### config.mk
export PLATFORM = sky130hd
export DESIGN_NAME = crit_guard
export DESIGN_NICKNAME = d
export VERILOG_FILES = /design/src/rtl/crit_pkg.sv /design/src/rtl/crit_chan.sv /design/src/rtl/spike_router.sv /design/src/rtl/crit_guard.sv
export SDC_FILE = /design/constraint.sdc
export NUM_CORES = 1
export LEC_CHECK = 0
export ABC_AREA = 1
export BUFFER_PORTS_ARGS = -buffer_cell sky130_fd_sc_hd__buf_2
export CORE_ASPECT_RATIO = 0.75
export CORE_MARGIN = 2
export CORE_UTILIZATION = 41
export DETAILED_ROUTE_END_ITERATION = 8
export PLACE_DENSITY_LB_ADDON = 0.08
export SLEW_MARGIN = 0
export SYNTH_ARGS = -nofsm -noshare
export SYNTH_HDL_FRONTEND = slang
export SYNTH_SLANG_ARGS = --single-unit
### constraint.sdc
create_clock -name clk -period 1.1 [get_ports clk]
set_input_delay 0.275 -clock clk [delete_from_list [all_inputs] [get_ports clk]]
set_output_delay 0.275 -clock clk [all_outputs]
set_load 0.01 [all_outputs]
### src/rtl/crit_pkg.sv
package crit_pkg;

    localparam int unsigned NCH       = 3;
    localparam int unsigned STAT_W    = 8;
    localparam int unsigned POS_SENSE = 7;
    localparam int unsigned POS_SRC   = 6;
    localparam int unsigned POS_TEMP  = 0;
    localparam int unsigned NDEST     = 2;
    localparam int unsigned DEST_THRM = 0;
    localparam int unsigned DEST_ALRT = 1;

    typedef enum logic {
        CH_CLEAR = 1'b0,
        CH_TRIP  = 1'b1
    } chan_st_e;

    typedef enum logic {
        SP_IDLE = 1'b0,
        SP_HELD = 1'b1
    } spk_st_e;

    function automatic int unsigned chan_pos(input int unsigned idx);
        unique case (idx)
            0:       return POS_SENSE;
            1:       return POS_SRC;
            default: return POS_TEMP;
        endcase
    endfunction

endpackage

### src/rtl/crit_chan.sv
module crit_chan
    import crit_pkg::*;
#(
    parameter int unsigned W = 8
) (
    input  logic         clk,
    input  logic         rst_n,
    input  logic         smp_stb,
    input  logic [W-1:0] rd,
    input  logic [W-1:0] lim,
    input  logic [W-1:0] hys,
    output logic         tripped
);

    chan_st_e     st, st_nx;
    logic [W-1:0] rel_thr;

    // release threshold saturates at zero
    always_comb begin
        if (lim > hys) rel_thr = lim - hys;
        else           rel_thr = '0;
    end

    always_comb begin
        st_nx = st;
        if (smp_stb) begin
            unique case (st)
                CH_CLEAR: if (rd >= lim)    st_nx = CH_TRIP;
                CH_TRIP:  if (rd < rel_thr) st_nx = CH_CLEAR;
                default:                    st_nx = CH_CLEAR;
            endcase
        end
    end

    always_ff @(posedge clk or negedge rst_n) begin
        if (!rst_n) st <= CH_CLEAR;
        else        st <= st_nx;
    end

    always_comb tripped = (st == CH_TRIP);

    a_r2_trip: assert property (@(posedge clk) disable iff (!rst_n)
        (smp_stb && st == CH_CLEAR && rd >= lim) |=> (st == CH_TRIP));

    a_r3_release: assert property (@(posedge clk) disable iff (!rst_n)
        (smp_stb && st == CH_TRIP && ({1'b0, rd} + {1'b0, hys} < {1'b0, lim}))
        |=> (st == CH_CLEAR));

    a_r3_keep: assert property (@(posedge clk) disable iff (!rst_n)
        (smp_stb && st == CH_TRIP && ({1'b0, rd} + {1'b0, hys} >= {1'b0, lim}))
        |=> (st == CH_TRIP));

    a_r4_no_strobe: assert property (@(posedge clk) disable iff (!rst_n)
        !smp_stb |=> $stable(st));

endmodule

### src/rtl/spike_router.sv
module spike_router
    import crit_pkg::*;
(
    input  logic clk,
    input  logic rst_n,
    input  logic smp_stb,
    input  logic spike,
    input  logic route_therm,
    input  logic peak_mask,
    output logic therm_held,
    output logic alert_held
);

    logic [NDEST-1:0] accept;
    logic [NDEST-1:0] held;

    always_comb begin
        accept            = '0;
        accept[DEST_THRM] = spike &&  route_therm;
        accept[DEST_ALRT] = spike && !route_therm && !peak_mask;
    end

    for (genvar d = 0; d < NDEST; d++) begin : g_dest
        spk_st_e st, st_nx;

        always_comb begin
            st_nx = st;
            unique case (st)
                SP_IDLE: if (accept[d])             st_nx = SP_HELD;
                SP_HELD: if (smp_stb && !accept[d]) st_nx = SP_IDLE;
                default:                            st_nx = SP_IDLE;
            endcase
        end

        always_ff @(posedge clk or negedge rst_n) begin
            if (!rst_n) st <= SP_IDLE;
            else        st <= st_nx;
        end

        always_comb held[d] = (st == SP_HELD);
    end

    always_comb begin
        therm_held = held[DEST_THRM];
        alert_held = held[DEST_ALRT];
    end

    a_r8_unmaskable: assert property (@(posedge clk) disable iff (!rst_n)
        (spike && route_therm) |=> therm_held);

    a_r9_masked: assert property (@(posedge clk) disable iff (!rst_n)
        (spike && !route_therm && peak_mask && !alert_held) |=> !alert_held);

    a_r10_collide: assert property (@(posedge clk) disable iff (!rst_n)
        (spike && smp_stb && !route_therm && !peak_mask) |=> alert_held);

endmodule

### src/rtl/crit_guard.sv
module crit_guard
    import crit_pkg::*;
#(
    parameter int unsigned W = 8
) (
    input  logic              clk,
    input  logic              rst_n,
    input  logic              smp_stb,
    input  logic              rd_stb,
    input  logic [W-1:0]      sense_rd,
    input  logic [W-1:0]      src_rd,
    input  logic [W-1:0]      temp_rd,
    input  logic [W-1:0]      sense_lim,
    input  logic [W-1:0]      src_lim,
    input  logic [W-1:0]      temp_lim,
    input  logic [W-1:0]      sense_hys,
    input  logic [W-1:0]      src_hys,
    input  logic [W-1:0]      temp_hys,
    input  logic              spike,
    input  logic              route_therm,
    input  logic              peak_mask,
    output logic [STAT_W-1:0] crit_stat,
    output logic              crit_sum,
    output logic              therm_n,
    output logic              alert_spike
);

    logic [W-1:0]   rd_a  [NCH];
    logic [W-1:0]   lim_a [NCH];
    logic [W-1:0]   hys_a [NCH];
    logic [NCH-1:0] trip;
    logic           therm_held;
    logic           alert_held;

    always_comb begin
        rd_a[0]  = sense_rd;  rd_a[1]  = src_rd;  rd_a[2]  = temp_rd;
        lim_a[0] = sense_lim; lim_a[1] = src_lim; lim_a[2] = temp_lim;
        hys_a[0] = sense_hys; hys_a[1] = src_hys; hys_a[2] = temp_hys;
    end

    for (genvar c = 0; c < NCH; c++) begin : g_chan
        crit_chan #(.W(W)) u_chan (
            .clk     (clk),
            .rst_n   (rst_n),
            .smp_stb (smp_stb),
            .rd      (rd_a[c]),
            .lim     (lim_a[c]),
            .hys     (hys_a[c]),
            .tripped (trip[c])
        );
    end

    spike_router u_router (
        .clk         (clk),
        .rst_n       (rst_n),
        .smp_stb     (smp_stb),
        .spike       (spike),
        .route_therm (route_therm),
        .peak_mask   (peak_mask),
        .therm_held  (therm_held),
        .alert_held  (alert_held)
    );

    always_comb begin
        crit_stat = '0;
        for (int i = 0; i < NCH; i++) crit_stat[chan_pos(i)] = trip[i];
    end

    always_comb begin
        crit_sum    = |trip;
        therm_n     = !(crit_sum || therm_held);
        alert_spike = alert_held;
    end

    a_r5_read_keeps: assert property (@(posedge clk) disable iff (!rst_n)
        (rd_stb && !smp_stb) |=> $stable(crit_stat));

    a_r6_summary: assert property (@(posedge clk) disable iff (!rst_n)
        crit_sum == (crit_stat != '0));

    a_r7_therm: assert property (@(posedge clk) disable iff (!rst_n)
        (crit_stat != '0) |-> !therm_n);

    a_r2_unused_bits: assert property (@(posedge clk) disable iff (!rst_n)
        crit_stat[5:1] == '0);

endmodule

After elaboration in Yosys (flattened, before gate mapping)
Cells that the tools add are included.
{"block": "totals", "output_inout_bits": 11, "word_cells": 52, "ff_bits": 5}
{"block": "op_classes", "n_reduce_logical": 12, "n_mux": 18, "n_lt_le_gt_ge": 9, "bitwise_logic": 5, "addsub": 3}
{"operator": "$ge A8 B8 Y1", "n": 3}
{"operator": "$gt A8 B8 Y1", "n": 3}
{"operator": "$lt A8 B8 Y1", "n": 3}
{"operator": "$mux W8", "n": 3}
{"operator": "$sub A8 B8 Y8", "n": 3}
{"operator": "$mux W1", "n": 10}
{"operator": "$pmux W1 S2", "n": 5}
{"operator": "$logic_and A1 B1 Y1", "n": 5}
{"operator": "$logic_not A1 Y1", "n": 5}
{"operator": "$not A1 Y1", "n": 5}
{"operator": "$reduce_or A3 Y1", "n": 1}
{"operator": "$logic_or A1 B1 Y1", "n": 1}

Logic depth before layout (Yosys ltp)
{"block": "logic_depth", "word_depth": 7, "mapped_depth": 18, "ltp_nobuf": 17}

Modules after synthesis
From an unflattened synthesis, not the netlist that was laid out.
{"block": "hier_totals", "cells_unflattened": 422, "hier_area_um2": 2641.3}
{"mod": "crit_chan at g_chan[1].u_chan ...", "area_per_inst_um2": 824.5, "cells_per_inst": 133, "instances": 2, "seq_area_each_um2": 25.0}
{"mod": "crit_chan at g_chan[0].u_chan", "area_per_inst_um2": 843.3, "cells_per_inst": 135, "instances": 1, "seq_area_each_um2": 25.0}
{"mod": "spike_router", "area_per_inst_um2": 85.1, "cells_per_inst": 11, "instances": 1, "seq_area_each_um2": 50.0}
{"mod": "crit_guard", "area_per_inst_um2": 63.8, "cells_per_inst": 10, "instances": 1, "seq_area_each_um2": 0.0}

Worst setup path before layout
No wires, ideal clock.
{"block": "synth_timing", "path_kind": "input port to flip-flop", "start": "input port sense_lim[0]", "end": "register g_chan[0].u_chan.st", "slack_ns": -1.312, "stages": 16, "required_time_ns": 0.977, "setup_time_ns": 0.123, "arrival_ns": 2.289, "path_cell_list": "inv_1 > ha_1 > fa_1 > inv_1 > nand3_1 > nand2_1 > nand2_1 > nand2_1 > and2_1 > buf_6 > nand2_1 > ha_1 > a211oi_1 > nand2_1 > a31oi_1 > a21oi_1"}
{"block": "synth_between", "elab_chain_cells": 5, "elab_cells_between_ends": 8, "cone_classes": "1 x add/sub; 3 x order compare; 4 x mux"}
{"element": "start, declared", "line": "crit_guard.sv:13", "source": "input logic [W-1:0] sense_lim,"}
{"element": "$sub A8 B8 Y8 or $gt A8 B8 Y1 (tied branches)", "line": "crit_chan.sv:20", "source": "if (lim > hys) rel_thr = lim - hys;"}
{"element": "$mux W8", "line": "crit_chan.sv:20"}
{"element": "$lt A8 B8 Y1", "line": "crit_chan.sv:29", "source": "CH_TRIP: if (rd < rel_thr) st_nx = CH_CLEAR;"}
{"element": "$mux W1", "line": "crit_chan.sv:29"}
{"element": "$pmux W1 S2 *", "line": "crit_chan.sv:27", "source": "unique case (st)"}
{"element": "end signal, assigned", "line": "crit_chan.sv:37", "source": "else st <= st_nx;"}
{"element": "end, declared", "line": "crit_chan.sv:15", "source": "chan_st_e st, st_nx;"}
Mark *: on every way between the ends. The rest lies on a longest branch, timed or not.
A chain may end at the register's enable or synchronous reset.

Worst setup path in the final report
{"block": "layout_timing", "start": "input port src_lim[0]", "end": "register g_chan[1].u_chan.st"}
{"block": "layout_between", "elab_chain_cells": 5, "elab_cells_between_ends": 8, "cone_classes": "1 x add/sub; 3 x order compare; 4 x mux"}
{"element": "start, declared", "line": "crit_guard.sv:14", "source": "input logic [W-1:0] src_lim,"}
{"element": "$sub A8 B8 Y8 or $gt A8 B8 Y1 (tied branches)", "line": "crit_chan.sv:20"}
{"element": "$mux W8", "line": "crit_chan.sv:20"}
{"element": "$lt A8 B8 Y1", "line": "crit_chan.sv:29"}
{"element": "$mux W1", "line": "crit_chan.sv:29"}
{"element": "$pmux W1 S2 *", "line": "crit_chan.sv:27"}
{"element": "end signal, assigned", "line": "crit_chan.sv:37"}
{"element": "end, declared", "line": "crit_chan.sv:15"}
Marks and branches as above.

==> flow_summary_export.csv <==
group,metric,value,unit
run_status,result_of_the_run,"complete, but fails checks",
run_status,violations_in_the_final_reports,"negative setup slack",
synthesis,synth_top_cell_by_area,"sky130_fd_sc_hd__ha_1",
sta,grt_setup_unrepaired,"yes",
placement,gp_congestion,0.876,
sta,fin_worst_skew,0,ns
flow_run,timing.max_cap.violations,0,
synthesis,dominant_combinational_cell_family_by_area_after_synthesis,"adder cells",
global_routing,global_route.overflow_total,0,
worst_hold_path,min-delay-path-class,"in2reg",
pwr,power.density,755,nW/um^2
sta,setup_viol,8,
synthesis,number_of_distinct_library_cells_after_synthesis,30,
die,floorplan.initialDensity,42.1,%
detailed_routing,vias_per_cell,4.66,
synthesis,synthesis.instances,415,
global_routing,globalRouteTotalUtil,21.4,%
sta,final_cycle_share,195,%
finish,layout-drive-gt1-share,44.4,%
pwr,leakagePower,0.00252,uW
sta,finalHoldViolations,0,
finish,diodes,0,
die,die_width,96.3,microns
finish,filler_cell_count,540,
synthesis,synth-compound-area-share,14.6,%
synthesis,ys_top_cells_by_area,"sky130_fd_sc_hd__ha_1 (33%), sky130_fd_sc_hd__nand2_1 (14%), sky130_fd_sc_hd__inv_1 (14%)",
detailed_routing,totalWireLength,7610,microns
finish,flow.area_growth_from_synthesis,68.9,%
finish,layout_common_cells,"sky130_fd_sc_hd__buf_4 (103), sky130_fd_sc_hd__nand2_1 (89), sky130_fd_sc_hd__inv_1 (89)",
global_routing,grt_max_degree,7,
global_routing,grt_pass1_wl,12300,microns
detailed_routing,detail_route.drc_violations,0,
pwr,report.power.total,3340,uW
pwr,clock_power_share,10.9,%
synthesis,synth-simple-area-share,26.9,%
detailed_routing,avgRoutedWirePerCell,11.1,microns
sta,achievable-frequency,467,MHz
worst_setup_path,crit_path_max_fanout,4,
detailed_routing,vias,3187,
placement,io_port_bufs,83,
clocking,cts_inserted_buffers,3,
worst_setup_path,critPathArrivalTime,2.25,ns
clocking,insertion_delay,0.23,ns
finish,finalNetCount,755,
detailed_routing,drt_pre_antenna_iters,6,
placement,dp_hpwl,6340,microns
pwr,combinationalPowerShare,80.2,%
finish,multiInputGateArea,2440,sq um
clocking,tritoncts,"done",
sta,maxSlewViolCount,0,
synthesis,synthesis.area,2620,sq um
synthesis,yosys-mux-area-fraction,0,%
finish,layout.area.seq,125,sq um
pwr,switching_share,41.1,%
worst_setup_path,crit_required,1.20,ns
detailed_routing,drt-initial-drc-count,85,
die,design.die.area,7050,sq um
synthesis,ys_seq_area_share,4.78,%
clocking,clock_tree.buffer_depth,2,
die,die_h,73.2,microns
finish,finalCoreUtilization,71.0,%
sta,final_critical_path_setup_slack,-1.04,ns
clocking,cts.reportedPaths.clkPinSlew,0.04,ns
synthesis,synth.avg_cell_area,6.31,sq um
synthesis,synth-seq-cells,5,
die,row_count,25,
sta,timing.final.crit_period,2.14,ns
die,io_pins,90,
synthesis,synthDominantCellAreaShare,33.0,%
synthesis,synth-xor-area-share,1.00,%
detailed_routing,ant_nets,0,
global_routing,grt_antenna_before_repair,0,
finish,most_common_library_cell_in_the_layout_ignoring_fill_and_taps,"sky130_fd_sc_hd__buf_4",
synthesis,yosys.area_share.adder,35.3,%
pwr,vdd.ir_drop.worst,0.568,mV
die,floorplan.core_area,6220,sq um
pwr,switching_power,1370,uW
worst_setup_path,r2r_slack,-0.08,ns
clocking,clock_sink_count,5,
clocking,ctsRootBufferMaster,"sky130_fd_sc_hd__clkbuf_8",
worst_setup_path,setup.worst_path.class,"in2reg",
worst_setup_path,cp-end-kind,"flip-flop",
pwr,cellInternalPower,1960,uW
global_routing,via_count_of_the_first_global_routing_pass,2884,
worst_setup_path,worst_setup_path_start_kind,"input pin",
synthesis,synth_warnings,0,
clocking,h-tree-depth,1,
pwr,p_seq_share,8.8,%
[synthesized netlist by cell type, drive strengths merged]
| library cell | count |
|---|---|
| fa | 3 |
| nand3 | 20 |
| buf | 11 |
| a21o | 3 |
| o32ai | 1 |
| and2 | 3 |
| ha | 69 |
| nand4 | 9 |
| nor2 | 22 |
| nand3b | 2 |
| inv | 95 |
| clkbuf | 1 |
| a21oi | 33 |
| o221ai | 3 |
| a21boi | 3 |
| or3 | 1 |
| dfrtp | 5 |
| o21ai | 10 |
| nand2 | 97 |
| conb | 1 |
| xor2 | 3 |
| a31oi | 6 |
| a211oi | 3 |
| o2111ai | 3 |
| or2 | 8 |
[through the flow]
stage          area, sq um  setup TNS, ns  hold slack (ns)  worst slack (ns)  instances
6_report              4420          -3.96            0.244             -1.04        684
5_1_grt               4420          -4.52            0.255             -1.20        684
4_1_cts               4340          -3.78            0.248             -1.03        682
3_5_place_dp          3850          -4.39            0.106             -1.39        660
3_3_place_gp          3850          -4.27            0.102             -1.34        660
2_1_floorplan         2770          -3.56          -0.0206             -1.16        419
[critical path: stages]
cell and delay, ns:
sky130_fd_sc_hd__buf_8 0.09, sky130_fd_sc_hd__inv_8 0.03, sky130_fd_sc_hd__ha_4 0.15, sky130_fd_sc_hd__fa_2 0.33, sky130_fd_sc_hd__inv_2 0.08, sky130_fd_sc_hd__nand3_2 0.06
sky130_fd_sc_hd__nand2_2 0.07, sky130_fd_sc_hd__nand2_1 0.06, sky130_fd_sc_hd__nand2_2 0.07, sky130_fd_sc_hd__and2_4 0.17, sky130_fd_sc_hd__buf_6 0.11, sky130_fd_sc_hd__nand3b_1 0.09
sky130_fd_sc_hd__ha_1 0.34, sky130_fd_sc_hd__nand2_1 0.08, sky130_fd_sc_hd__inv_1 0.04, sky130_fd_sc_hd__nand2_1 0.04, sky130_fd_sc_hd__nand2_1 0.06, sky130_fd_sc_hd__nand2_1 0.06
sky130_fd_sc_hd__a21oi_1 0.05
[sequential cells by signal, indices dropped and copies added, names as in the netlist]
signal,flops
u_router.therm_held,1
u_router.alert_held,1
g_chan.u_chan.tripped,3
[timing repair]
item / 4_1_cts / 5_1_grt
endpoints found under the hold margin: 5 / 0
pin swaps: 30 / 5
endpoints found under the setup margin: 8 / 8
gates cloned: 0 / 0
buffers inserted: 18 / 2
hold buffers: 1 / 0
gates resized for setup: 49 / 15
[path summary, 6_finish.rpt]
kind | to | from | depth (start not counted)
worst min register to register | u_router.alert_held$_DFF_PN0_ | u_router.alert_held$_DFF_PN0_ | 2
min in group asynchronous | u_router.alert_held$_DFF_PN0_ | rst_n | 2
worst max-delay path | g_chan[1].u_chan.tripped$_DFFE_PN0P_ | src_lim[0] | 19
worst min-delay path | u_router.alert_held$_DFF_PN0_ | peak_mask | 2
max in group asynchronous | g_chan[1].u_chan.tripped$_DFFE_PN0P_ | rst_n | 2
worst max register to register | g_chan[1].u_chan.tripped$_DFFE_PN0P_ | g_chan[1].u_chan.tripped$_DFFE_PN0P_ | 7
[logic make-up after synthesis]
family / after synthesis
DFF: 5
adders and majority gates: 72
xor gates and xnor gates: 3
and+or+nand+nor: 162
buffers and inverters: 107
AOI/OAI and AO/OA: 65
other: 1
[power by group through the flow]
stage | clock, uW | combinational [uW] | sequential [uW]
2_1_floorplan | 0 | 1280 | 298
3_3_place_gp | 0 | 2120 | 283
3_5_place_dp | 0 | 2150 | 284
4_1_cts | 364 | 2560 | 294
5_1_grt | 381 | 2990 | 304
6_report | 364 | 2680 | 295
[per-layer routing]
metal | part of all wire, % | global-route usage, %
met2 | 44 | 36.3
met4 | 0.33 | 1.43
met1 | 51 | 31.2
met5 | 0 | 0
met3 | 4.1 | 1.24
[cell type report]
type                            count  share of cell area [%]
Inverter                           95                    8.52
Timing Repair Buffer              192                    30.2
Tap cell                           81                    2.29
Multi-Input combinational cell    307                    55.1
Clock buffer                        4                    1.02
Sequential cell                     5                    2.83
No activity file was read; power rests on OpenSTA's default activity.
